## src/rtl/ftf_pkg.sv

```systemverilog
package ftf_pkg;
    typedef enum logic [1:0] {
        IS_OPEN = 2'd0,
        IS_HELD = 2'd1,
        IS_FULL = 2'd2
    } in_state_t;

    typedef enum logic [1:0] {
        OS_VACANT = 2'd0,
        OS_SHOW   = 2'd1,
        OS_DRAIN  = 2'd2,
        OS_PASS   = 2'd3
    } out_state_t;
endpackage

```

## src/rtl/ftf_sync.sv

```systemverilog
module ftf_sync #(
    parameter int STAGES = 2
) (
    input  logic clk,
    input  logic d,
    output logic q
);
    logic [STAGES-1:0] chain;

    generate
        if (STAGES == 1) begin : g_single
            always_ff @(posedge clk) chain <= d;
        end else begin : g_multi
            always_ff @(posedge clk) chain <= {chain[STAGES-2:0], d};
        end
    endgenerate

    assign q = chain[STAGES-1];
endmodule

```

## src/rtl/ftf_store.sv

```systemverilog
module ftf_store #(
    parameter int WIDTH = 4,
    parameter int DEPTH = 64,
    parameter int CW    = $clog2(DEPTH + 1)
) (
    input  logic             clk,
    input  logic             rst_n,
    input  logic             push,
    input  logic [WIDTH-1:0] wdata,
    input  logic             pop,
    output logic [WIDTH-1:0] head,
    output logic [CW-1:0]    fill
);
    localparam int PW = (DEPTH > 1) ? $clog2(DEPTH) : 1;
    localparam logic [PW-1:0] LAST = PW'(DEPTH - 1);

    logic [WIDTH-1:0] mem [DEPTH];
    logic [PW-1:0]    wr_ptr;
    logic [PW-1:0]    rd_ptr;

    always_ff @(posedge clk) begin
        if (push) mem[wr_ptr] <= wdata;
    end

    always_ff @(posedge clk or negedge rst_n) begin
        if (!rst_n) begin
            wr_ptr <= '0;
            rd_ptr <= '0;
            fill   <= '0;
        end else begin
            if (push) wr_ptr <= (wr_ptr == LAST) ? '0 : wr_ptr + 1'b1;
            if (pop)  rd_ptr <= (rd_ptr == LAST) ? '0 : rd_ptr + 1'b1;
            unique case ({push, pop})
                2'b10:   fill <= fill + 1'b1;
                2'b01:   fill <= fill - 1'b1;
                default: fill <= fill;
            endcase
        end
    end

    assign head = mem[rd_ptr];
endmodule

```

## src/rtl/ftf_in_ctl.sv

```systemverilog
module ftf_in_ctl
    import ftf_pkg::*;
(
    input  logic clk,
    input  logic rst_n,
    input  logic si,
    input  logic full,
    output logic push,
    output logic held,
    output logic ready
);
    in_state_t state, nxt;

    always_ff @(posedge clk or negedge rst_n) begin
        if (!rst_n) state <= IS_OPEN;
        else        state <= nxt;
    end

    always_comb begin
        nxt   = state;
        push  = 1'b0;
        ready = 1'b0;
        held  = 1'b0;
        unique case (state)
            IS_OPEN: begin
                ready = 1'b1;
                if (si) begin
                    push = 1'b1;
                    nxt  = IS_HELD;
                end
            end
            IS_HELD: begin
                held = 1'b1;
                if (!si) nxt = full ? IS_FULL : IS_OPEN;
            end
            IS_FULL: begin
                if (!full) nxt = IS_OPEN;
            end
            default: nxt = IS_OPEN;
        endcase
    end
endmodule

```

## src/rtl/ftf_out_ctl.sv

```systemverilog
module ftf_out_ctl
    import ftf_pkg::*;
#(
    parameter int WIDTH = 4
) (
    input  logic             clk,
    input  logic             rst_n,
    input  logic             so,
    input  logic             avail,
    input  logic [WIDTH-1:0] head,
    output logic             pop,
    output logic             valid,
    output logic [WIDTH-1:0] dout
);
    out_state_t state, nxt;
    logic       load;

    always_ff @(posedge clk or negedge rst_n) begin
        if (!rst_n) begin
            state <= OS_VACANT;
            dout  <= '0;
        end else begin
            state <= nxt;
            if (load) dout <= head;
        end
    end

    always_comb begin
        nxt   = state;
        load  = 1'b0;
        pop   = 1'b0;
        valid = 1'b0;
        unique case (state)
            OS_VACANT: begin
                if (avail) begin
                    load = 1'b1;
                    nxt  = so ? OS_PASS : OS_SHOW;
                end
            end
            OS_SHOW: begin
                valid = 1'b1;
                if (so) nxt = OS_DRAIN;
            end
            OS_DRAIN: begin
                if (!so) begin
                    pop = 1'b1;
                    nxt = OS_VACANT;
                end
            end
            OS_PASS: begin
                valid = 1'b1;
                pop   = 1'b1;
                nxt   = OS_VACANT;
            end
            default: nxt = OS_VACANT;
        endcase
    end
endmodule

```

## src/rtl/strobe_fifo.sv

```systemverilog
module strobe_fifo #(
    parameter int WIDTH       = 4,
    parameter int DEPTH       = 64,
    parameter int SYNC_STAGES = 2
) (
    input  logic             clk,
    input  logic             rst_n,
    input  logic [WIDTH-1:0] din,
    input  logic             shift_in,
    input  logic             shift_out,
    output logic [WIDTH-1:0] dout,
    output logic             in_ready,
    output logic             out_ready
);
    localparam int CW = $clog2(DEPTH + 1);
    localparam logic [CW-1:0] CAP = CW'(DEPTH);

    logic si_q, so_q;
    logic push, pop, held, full, avail;
    logic [WIDTH-1:0] head;
    logic [CW-1:0]    fill;

    ftf_sync #(.STAGES(SYNC_STAGES)) u_si_sync (.clk(clk), .d(shift_in),  .q(si_q));
    ftf_sync #(.STAGES(SYNC_STAGES)) u_so_sync (.clk(clk), .d(shift_out), .q(so_q));

    ftf_store #(.WIDTH(WIDTH), .DEPTH(DEPTH), .CW(CW)) u_store (
        .clk(clk), .rst_n(rst_n), .push(push), .wdata(din),
        .pop(pop), .head(head), .fill(fill)
    );

    assign full  = (fill == CAP);
    // the word captured by a strobe still high is not yet eligible to fall through
    assign avail = held ? (fill > CW'(1)) : (fill != '0);

    ftf_in_ctl u_in (
        .clk(clk), .rst_n(rst_n), .si(si_q), .full(full),
        .push(push), .held(held), .ready(in_ready)
    );

    ftf_out_ctl #(.WIDTH(WIDTH)) u_out (
        .clk(clk), .rst_n(rst_n), .so(so_q), .avail(avail), .head(head),
        .pop(pop), .valid(out_ready), .dout(dout)
    );
endmodule


```

## config.mk

```make
export PLATFORM = sky130hd
export DESIGN_NAME = strobe_fifo
export DESIGN_NICKNAME = d
export VERILOG_FILES = /design/src/rtl/ftf_pkg.sv /design/src/rtl/ftf_sync.sv /design/src/rtl/ftf_store.sv /design/src/rtl/ftf_in_ctl.sv /design/src/rtl/ftf_out_ctl.sv /design/src/rtl/strobe_fifo.sv
export SDC_FILE = /design/constraint.sdc
export NUM_CORES = 1
export LEC_CHECK = 0
export BUFFER_PORTS_ARGS = -buffer_cell sky130_fd_sc_hd__buf_2
export CAP_MARGIN = 15
export CORE_ASPECT_RATIO = 1.4
export CORE_UTILIZATION = 40
export CTS_CLUSTER_SIZE = 40
export DETAILED_ROUTE_END_ITERATION = 8
export PLACE_DENSITY = 0.6
export SYNTH_ARGS = -nofsm -noshare
export SYNTH_HDL_FRONTEND = slang
export SYNTH_SLANG_ARGS = --single-unit
```

## constraint.sdc

```tcl
create_clock -name clk -period 1.8 [get_ports clk]
set_input_delay 0 -clock clk [delete_from_list [all_inputs] [get_ports clk]]
set_output_delay 0 -clock clk [all_outputs]
set_load 0.01 [all_outputs]
```

; Word level (Yosys, flattened, before mapping)
; Memory sizes are Yosys's and may differ from the RTL's. A register that Yosys moved wholly into a read port is not among the register bits.
; Cells that the tools add are included.
[word_totals]
regBits = 27
ramBits = 256
inputBits = 8
output_inout_bits = 6
elab_cells = 62
n_memories = 1
[memory_table]
columns = name, words, width, read_ports, rd_ports_with_merged_regs, write_ports, line
row1 = u_store.mem, 64, 4, 1, 1, 1, ftf_store.sv:17  ; logic [WIDTH-1:0] mem [DEPTH];
[classes]
addsub = 4
magnitude_cmp = 1
eq_ne = 16
muxes = 25
n_reduce_logical = 8
[op_table]
columns = operator, count
row1 = $mux W2, 8
row2 = $pmux W7 S2, 1
row3 = $add A6 B1 Y6 const B, 2
row4 = $eq A6 B6 Y1 const B, 2
row5 = $mux W6, 2
row6 = $ne A2 B2 Y1 const B, 6
row7 = $mux W1, 11
row8 = $eq A2 B2 Y1 const B, 4
row9 = $pmux W2 S4, 1
row10 = $add A7 B1 Y7 const B, 1
row11 = $eq A7 B7 Y1 const B, 1
row12 = $gt A7 B1 Y1 const B, 1
row13 = $reduce_bool A7 Y1, 1
row14 = $sub A7 B1 Y7 const B, 1
row15 = $eq A2 B1 Y1 const B, 3
row16 = $pmux W2 S3, 1
row17 = $reduce_and A3 Y1, 2
row18 = $logic_not A2 Y1, 2
row19 = $pmux W1 S2, 1
row20 = $reduce_bool A2 Y1, 1
row21 = $reduce_or A2 Y1, 1
row22 = $logic_not A1 Y1, 1

; Depth between registers and ports, before layout
; Gate-level depths: netlist (run 1).
[logic_depth]
ltp_word = 5
mapped_depth = 10
mapped_depth_nobuf = 9

; Modules after synthesis
; From an unflattened synthesis (run 1), not the netlist that was laid out.
[hier_totals]
hier_cells = 688
area_unflattened_um2 = 11856.4
[by_module_without_submodules]
columns = module, instances, cells_per_inst, area_each_um2, seq_area_each_um2
row1 = ftf_store, 1, 650, 11380.9, 8162.8
row2 = ftf_out_ctl, 1, 19, 259.0, 150.1
row3 = ftf_in_ctl, 1, 9, 92.6, 50.0
row4 = ftf_sync, 2, 2, 40.0, 40.0
row5 = strobe_fifo, 1, 6, 43.8, 0.0

; Worst setup path after synthesis (run 1)
; OpenSTA, ideal clock, no wires.
[synth_timing]
kind = reg2reg
start = reg u_store.rd_ptr[0]
end = reg u_out.dout[2] (read register of u_store.mem)
setup_time_ps = 132
arrival_time_ps = 1821
required_ps = 1668
setup_slack_ps = -153
path_stages_with_launch = 9
path_buffers = 3
synth_period_minus_slack_ps = 1953
path_cell_list = dfrtp_1 -> buf_6 -> buf_6 -> buf_6 -> mux4_2 -> o211ai_1 -> o31ai_1 -> a21oi_1 -> a31oi_1
[synth_rtl]
columns = item, line
row1 = "start, declared", ftf_store.sv:19  ; logic [PW-1:0] rd_ptr;
row2 = "start signal, assigned", ftf_store.sv:32  ; if (pop) rd_ptr <= (rd_ptr == LAST) ? '0 : rd_ptr + 1'b1;
row3 = "end, declared", ftf_out_ctl.sv:13  ; output logic [WIDTH-1:0] dout

==> results of run 1 <==
[cell usage in the layout, fill, tap and decap left out, types with 8 or more instances in the layout]
cell         n
a21oi_1      9
buf_12      13
buf_2       13
buf_4       91
buf_6       21
clkbuf_16   27
dfrtp_1     24
edfxtp_1   256
mux2_2      12
mux2i_1     17
mux4_2      60
nand2_1     23
nand3_1     11
nor2_1      39
nor2_2       8
nor2_4      35
o21ai_0     10
[repair_timing]
item                                    in CTS  in global routing
pin swaps                                   15                 19
resized for setup                           49                 60
endpoints found under the hold margin      127                  0
gates cloned                                 1                  0
endpoints found under the setup margin     266                223
buffers inserted                             9                  7
hold buffers                                 7                  0
[path summary, 6_finish.rpt]
path,end,slack (ps)
setup / recovery,u_out.dout[3],-350
hold / removal,u_out.state[0],40
setup reg to reg,u_out.dout[3],-350
hold reg to reg,u_so_sync.chain[1],340
max in group asynchronous,u_store.rd_ptr[0],1240
min in group clk,u_si_sync.chain[0],100
[where the power goes]
group,internal [mW],switching [mW]
clock network,3.60,2.39
logic,3.30,3.42
registers,7.60,0.319
total,14.5,6.13
[through the flow]
step,std cells,hold slack [ps],setup TNS (ps)
finish,1194,41.9,-1320
global route,1194,93.8,-4050
CTS,1187,24.8,-1410
detailed placement,1124,65.2,-36250
global placement,1124,61.4,-29250
floorplan,661,-296,-2980
[critical path: cells and delay by family (launching register included)]
family	cells	cell delay, ps
AOI/OAI and AO/OA	2	330
muxes	2	1040
DFF	1	460
buffers and inverters	1	160
[area by class of cell]
cell class                 count  share of cell area [%]
clock buffer                  29                    4.65
clock inverter                18                    1.69
inverter                       9                   0.230
sequential                   287                    57.6
tap                          375                    3.20
timing repair buffer         146                    9.15
multi-input combinational    330                    23.5
[sequential cells by signal, summed over array words and instances (netlist names)]
signal	flops
u_store.rd_ptr	6
u_si_sync.chain	2
u_so_sync.chain	2
u_store.fill	7
u_in.state	2
u_out.state	2
u_out.dout	4
u_store.wr_ptr	6
u_store.mem	256
[per-layer routing]
metal  wire length, um  global-route usage, %
met4              1020                   8.15
met1              9630                   20.3
met3               957                   1.99
met5                 0                      0
met2             14300                   33.1
[cells by family (layout without fill, tap and decap cells)]
group / count (synthesis) / in the layout / synth area share (%)
simple gates: 166 / 166 / 6.55
compound gates: 56 / 56 / 3.09
flops: 287 / 287 / 72.3
fa+ha+maj: 6 / 6 / 0.643
buf+inv: 44 / 202 / 1.91
xor+xnor: 11 / 11 / 0.826
mux: 91 / 91 / 14.6
==> flow_metrics.py, run 1 <==
metrics = {
    "detailed_routing": {
        "vias": 6389,
        "antenna_left": 0,
        "vias_per_cell": 5.35,
        "drc": 0,
        "wirelength_um": 25900,
        "routedWlPerCell_um": 21.7,
        "drt_first_pass_iters": 5,
        "drtIter0Drc": 395,
    },
    "global_route": {
        "grt_pass1_vias": 6780,
        "overflow": 0,
        "track_usage_pct": 17.7,
        "grt_pass1_wl_um": 39600,
        "grt_start_max_net_pins": 40,
        "antenna_found_initial": 0,
    },
    "finish": {
        "syn_to_final_growth_pct": 25.8,
        "postLayoutCellArea_um2": 14700,
        "drive_gt1_share_pct": 39.9,
        "multi_input_area_um2": 3450,
        "nFillCells": 2289,
        "antenna_cells": 0,
        "fin_util_pct": 51.5,
        "layout.nets": 814,
        "seq_area_um2": 8450,
    },
    "yosys": {
        "syn-num-nets": 675,
        "ys_seq_area_share_pct": 72.3,
        "synth_common_cells": "256 x edfxtp_1, 82 x nor2_1, 56 x mux4_2, 27 x dfrtp_1, 27 x nand2_1",
        "yosysWarnings": 0,
        "synth_area_leaders": "edfxtp_1 66%, mux4_2 11%, dfrtp_1 5.8%",
        "synth_top_area_cell": "edfxtp_1",
        "synth-edff-count": 256,
        "yosysUniqueCellTypes": 50,
        "syn_area_um2": 11700,
        "synth_cells": 661,
        "ys.flop_type": "edfxtp_1",
        "avgSynthCellArea_um2": 17.7,
        "synth-seq-cells": 287,
        "yosys.area.top_type_share_pct": 65.9,
        "yosysMostFrequentCell": "edfxtp_1",
        "async_flop_share_pct": 9.41,
    },
    "power": {
        "power.density_nw_per_um2": 1410,
        "p_leak_nw": 4.90,
        "p_total_mw": 20.6,
        "ir_drop_mv": 0.807,
    },
    "clock_network": {
        "path_clk_slew_ps": 70,
        "cts-root-buf": "clkbuf_16",
        "htreeDepth": 1,
        "numClockSinks": 287,
        "cts_tree": "built",
        "cts_made_buffers": 26,
        "clock_path_buffers": 3,
        "clk_latency_ps": 540,
    },
    "placed_design": {
        "placed_area_um2": 13100,
        "globalplace.congestion": 0.863,
        "dp_slack_ps": -457,
        "io_buffers": 13,
        "dpl.hpwl_um": 17700,
    },
    "critical_path": {
        "reg2reg_depth": 5,
        "endpoint_kind": "flop",
        "startpoint": "u_store.rd_ptr[0]",
        "critPathKind": "flop to flop",
        "cp_data_required_time_ps": 2200,
        "crit_fanout": 10,
        "r2r-start": "u_store.rd_ptr[0]",
        "crit_arrival_ps": 2550,
        "crit_chain": "buf_12, mux4_2, mux4_2, o211ai_1, a31oi_1",
        "cpMostUsedCell": "mux4_2",
        "critical-path-max-stage-delay_ps": 530,
        "cp_slowest_cell": "mux4_2",
        "cp-start-kind": "flop",
    },
    "hold_path": {
        "hold_path_class": "primary input to asynchronous set/reset pin",
    },
    "sta": {
        "period_minus_slack_ps": 2150,
        "fin_crit_sh_pct": 119,
        "slew_violations": 0,
        "finalSetupViolations": 9,
        "fin_skew_ps": 11.2,
        "worst_pin_slew_ps": 682,
        "worst_slack_ps": -346,
        "max_slew_margin_pct": 54.5,
        "max_freq_ghz": 0.466,
        "rsz0062_at_grt": "true",
        "hold_viol": 0,
    },
    "status": {
        "status": "complete, but fails checks",
        "violations": "negative setup slack",
    },
    "floorplan": {
        "start_util_pct": 41.0,
        "die_h_um": 204,
        "die_area_um2": 29900,
        "io_pins": 14,
        "core-area_um2": 28500,
        "die_x_um": 146,
        "row_count": 73,
    },
    "run": {
        "maxCapViolCount": 0,
    },
}
Power figures use the tool's default switching activity.
==> inputs of run 2 (changes only) <==
- CAP_MARGIN: 15 -> default
- CTS_CLUSTER_SIZE: 40 -> default
- SYNTH_HIERARCHICAL: default -> 1
==> run 2 against run 1 <==
Against the previous run: largest power group unchanged; utilization rose by 1.7 points; non-clock buffer count rose by 29; synthesized cell count rose by 4.1%; design area rose by 5.7%; the run still ends with negative setup slack left; critical path depth rose by 3; first-iteration DRC count rose by 27%; global-route usage rose by 0.68 points; sequential share of layout area fell by 3.1 points.
==> flow_metrics.py, run 2 <==
metrics = {
    "power": {
        "clkPwrFrac_pct": 25.5,
        "p_leak_nw": 5.20,
        "ir_drop_mv": 0.776,
        "p_comb_share_pct": 36.8,
        "swShare_pct": 32.2,
        "power.share.sequential_pct": 37.7,
        "internal_power_mw": 14.7,
        "p_sw_mw": 7.00,
        "power.density_nw_per_um2": 1400,
    },
    "critical_path": {
        "crit_chain": "buf_6, buf_12, buf_4, mux4_2, a22o_1, o21ai_1, o211ai_1, mux2_4",
        "cp-start-kind": "flop",
        "reg2reg_depth": 8,
        "r2r_slack_ps": -450,
        "r2r-start": "u_store/rd_ptr[0]",
        "crit_arrival_ps": 2680,
        "cp_slowest_cell": "mux4_2",
        "cp_data_required_time_ps": 2230,
        "endpoint_kind": "flop",
        "crit_fanout": 9,
        "r2r_end": "u_out/dout[0]",
        "critPathKind": "flop to flop",
        "critical-path-max-stage-delay_ps": 520,
    },
    "yosys": {
        "ys_seq_area_share_pct": 71.2,
        "async_flop_share_pct": 9.41,
        "synth_cells": 688,
        "avgSynthCellArea_um2": 17.2,
        "synth-edff-count": 256,
        "synth_area_leaders": "edfxtp_1 65%, mux4_2 9.9%, dfrtp_1 5.7%",
        "synth_common_cells": "256 x edfxtp_1, 85 x nor2_1, 52 x mux4_2, 27 x dfrtp_1, 26 x mux2i_1",
        "synth-seq-cells": 287,
        "yosys.area.top_type_share_pct": 64.8,
        "muxShareOfSynthArea_pct": 13.3,
        "syn-num-nets": 701,
        "synthAdderAreaFrac_pct": 0.528,
        "yosysUniqueCellTypes": 60,
        "yosysWarnings": 6,
        "ys.flop_type": "edfxtp_1",
        "yosysMostFrequentCell": "edfxtp_1",
        "synth_top_family_by_area": "multiplexers",
        "synth_compound_area_share_pct": 4.45,
        "synth_top_area_cell": "edfxtp_1",
        "synth-xor-area-share_pct": 1.03,
        "synth-simple-area-share_pct": 7.11,
        "syn_area_um2": 11900,
    },
    "global_route": {
        "antenna_found_initial": 0,
        "top_usage_layer": "met2",
        "grt.met2_usage_pct": 34.6,
        "use_met1_pct": 21.3,
        "grt_pass1_vias": 7059,
        "overflow": 0,
        "track_usage_pct": 18.4,
        "grt_start_max_net_pins": 65,
        "grt_pass1_wl_um": 41600,
        "grtUsageMet3_pct": 2.00,
    },
    "detailed_routing": {
        "wirelength_um": 27700,
        "drc": 0,
        "antenna_left": 0,
        "routedWlPerCell_um": 22.2,
        "drtIter0Drc": 502,
        "drt_first_pass_iters": 5,
        "vias_per_cell": 5.42,
        "vias": 6779,
    },
    "floorplan": {
        "io_pins": 14,
        "row_count": 74,
        "start_util_pct": 40.7,
        "die_area_um2": 30300,
        "die_h_um": 206,
        "core-area_um2": 29200,
        "die_x_um": 148,
    },
    "sta": {
        "period_minus_slack_ps": 2250,
        "worst_pin_slew_ps": 653,
        "fin_skew_ps": 11.7,
        "max_freq_ghz": 0.445,
        "holdWs_ps": 20.7,
        "finalSetupViolations": 174,
        "hold_viol": 0,
        "slew_violations": 0,
        "rsz0062_at_grt": "true",
        "max_slew_margin_pct": 56.5,
        "fin_crit_sh_pct": 125,
        "setup_tns_ps": -16680,
        "worst_slack_ps": -449,
    },
    "clock_network": {
        "htreeDepth": 1,
        "cts-root-buf": "clkbuf_16",
        "path_clk_slew_ps": 70,
        "cts_tree": "built",
        "clock_path_buffers": 3,
        "numClockSinks": 287,
        "cts_made_buffers": 27,
        "clk_latency_ps": 540,
    },
    "finish": {
        "fin_util_pct": 53.2,
        "drive_gt1_share_pct": 45.5,
        "mostFrequentLayoutCell": "edfxtp_1",
        "syn_to_final_growth_pct": 30.9,
        "largest_reg_flops": 256,
        "regMostFlops": "u_store/mem",
        "most-common-layout-cells": "256 x edfxtp_1, 72 x buf_4, 64 x buf_6",
        "antenna_cells": 0,
        "top_regs": "u_store/mem: 256 flops, u_store/fill: 7 flops",
        "layout.nets": 865,
    },
    "hold_path": {
        "hold_path_class": "primary input to asynchronous set/reset pin",
    },
    "run": {
        "maxCapViolCount": 0,
    },
    "placed_design": {
        "globalplace.congestion": 0.842,
        "dpl.hpwl_um": 18400,
        "io_buffers": 13,
    },
    "status": {
        "status": "complete, but fails checks",
        "violations": "negative setup slack",
    },
}
[run 2: cell types whose count changed after synthesis, sizes merged, moves of 4 or more]
cell    before  now
clkbuf      14   20
nor3b        0    5
mux2i       18   26
a22o         0    4
a22oi        1    6
mux4        61   52
a21oi       11    4
a221oi       1    8
nand2       27   20
[run 2: power groups by stage]
stage / Clock [mW] / Combinational (mW) / Sequential [mW]
after floorplan: 0 / 4.36 / 8.02
after global placement: 0 / 6.44 / 8.24
after detailed placement: 0 / 6.54 / 8.28
after CTS: 5.64 / 7.33 / 8.18
after global routing: 5.87 / 8.47 / 8.23
final: 5.54 / 8.01 / 8.19
[run 2: worst max-delay path, delay by kind of cell (launching register included)]
kind | cells | cell delay [ps]
compound gates | 3 | 480
flops | 1 | 430
mux | 2 | 790
buf+inv | 3 | 440
[run 2: per-stage QoR]
| stage | cells | power [mW] | instance area [um^2] | worst slack (ps) |
|---|---|---|---|---|
| 5_1_grt | 1250 | 22.6 | 15500 | -498 |
| 4_1_cts | 1253 | 21.2 | 15000 | -464 |
| 6_report | 1250 | 21.7 | 15500 | -449 |
| 3_3_place_gp | 1184 | 14.7 | 13400 | -510 |
| 2_1_floorplan | 688 | 12.4 | 11900 | -416 |
| 3_5_place_dp | 1184 | 14.8 | 13400 | -590 |
[run 2: final cells by class]
cell class	count	area [um^2]
fill	2318	13600
sequential	287	8450
multi-input combinational	354	3930
timing repair buffer	175	1790
clock buffer	30	687
tap	380	475
clock inverter	17	163
inverter	7	28.8
[run 2: kinds of logic after synthesis]
logic type	count (synthesis)
buffers and inverters	47
XOR/XNOR	14
multiplexers	91
adder cells (fa/ha/maj)	5
AND/OR/NAND/NOR	175
AO/OA/AOI/OAI	69
flip-flops	287
[run 2: timing repair]
| action | CTS | global route |
|---|---|---|
| setup endpoints to repair | 257 | 259 |
| gates cloned | 1 | 2 |
| setup buffers | 16 | 17 |
| pin swaps | 43 | 62 |
| hold buffers | 6 | 0 |
| hold endpoints to repair | 143 | 0 |
| resized for setup | 150 | 141 |
[run 2: worst max path at each step]
| stage | start | to | slack (ps) |
|---|---|---|---|
| 5_1_grt | u_store/rd_ptr[0] | u_out/dout[1] | -500 |
| 4_1_cts | u_store/rd_ptr[0] | u_out/dout[0] | -460 |
| 3_5_place_dp | u_store/rd_ptr[0] | u_out/dout[1] | -590 |
| 3_3_place_gp | u_store/rd_ptr[0] | u_out/dout[1] | -510 |
| 2_1_floorplan | u_in/state[0] | u_store/fill[6] | -420 |
| 6_report | u_store/rd_ptr[0] | u_out/dout[0] | -450 |
[run 2: layer usage]
layer	vias to the layer above	routed length (um)
met3	54	904
met5	-	0
li1	3053	-
met2	143	15300
met1	3529	10500
met4	0	969
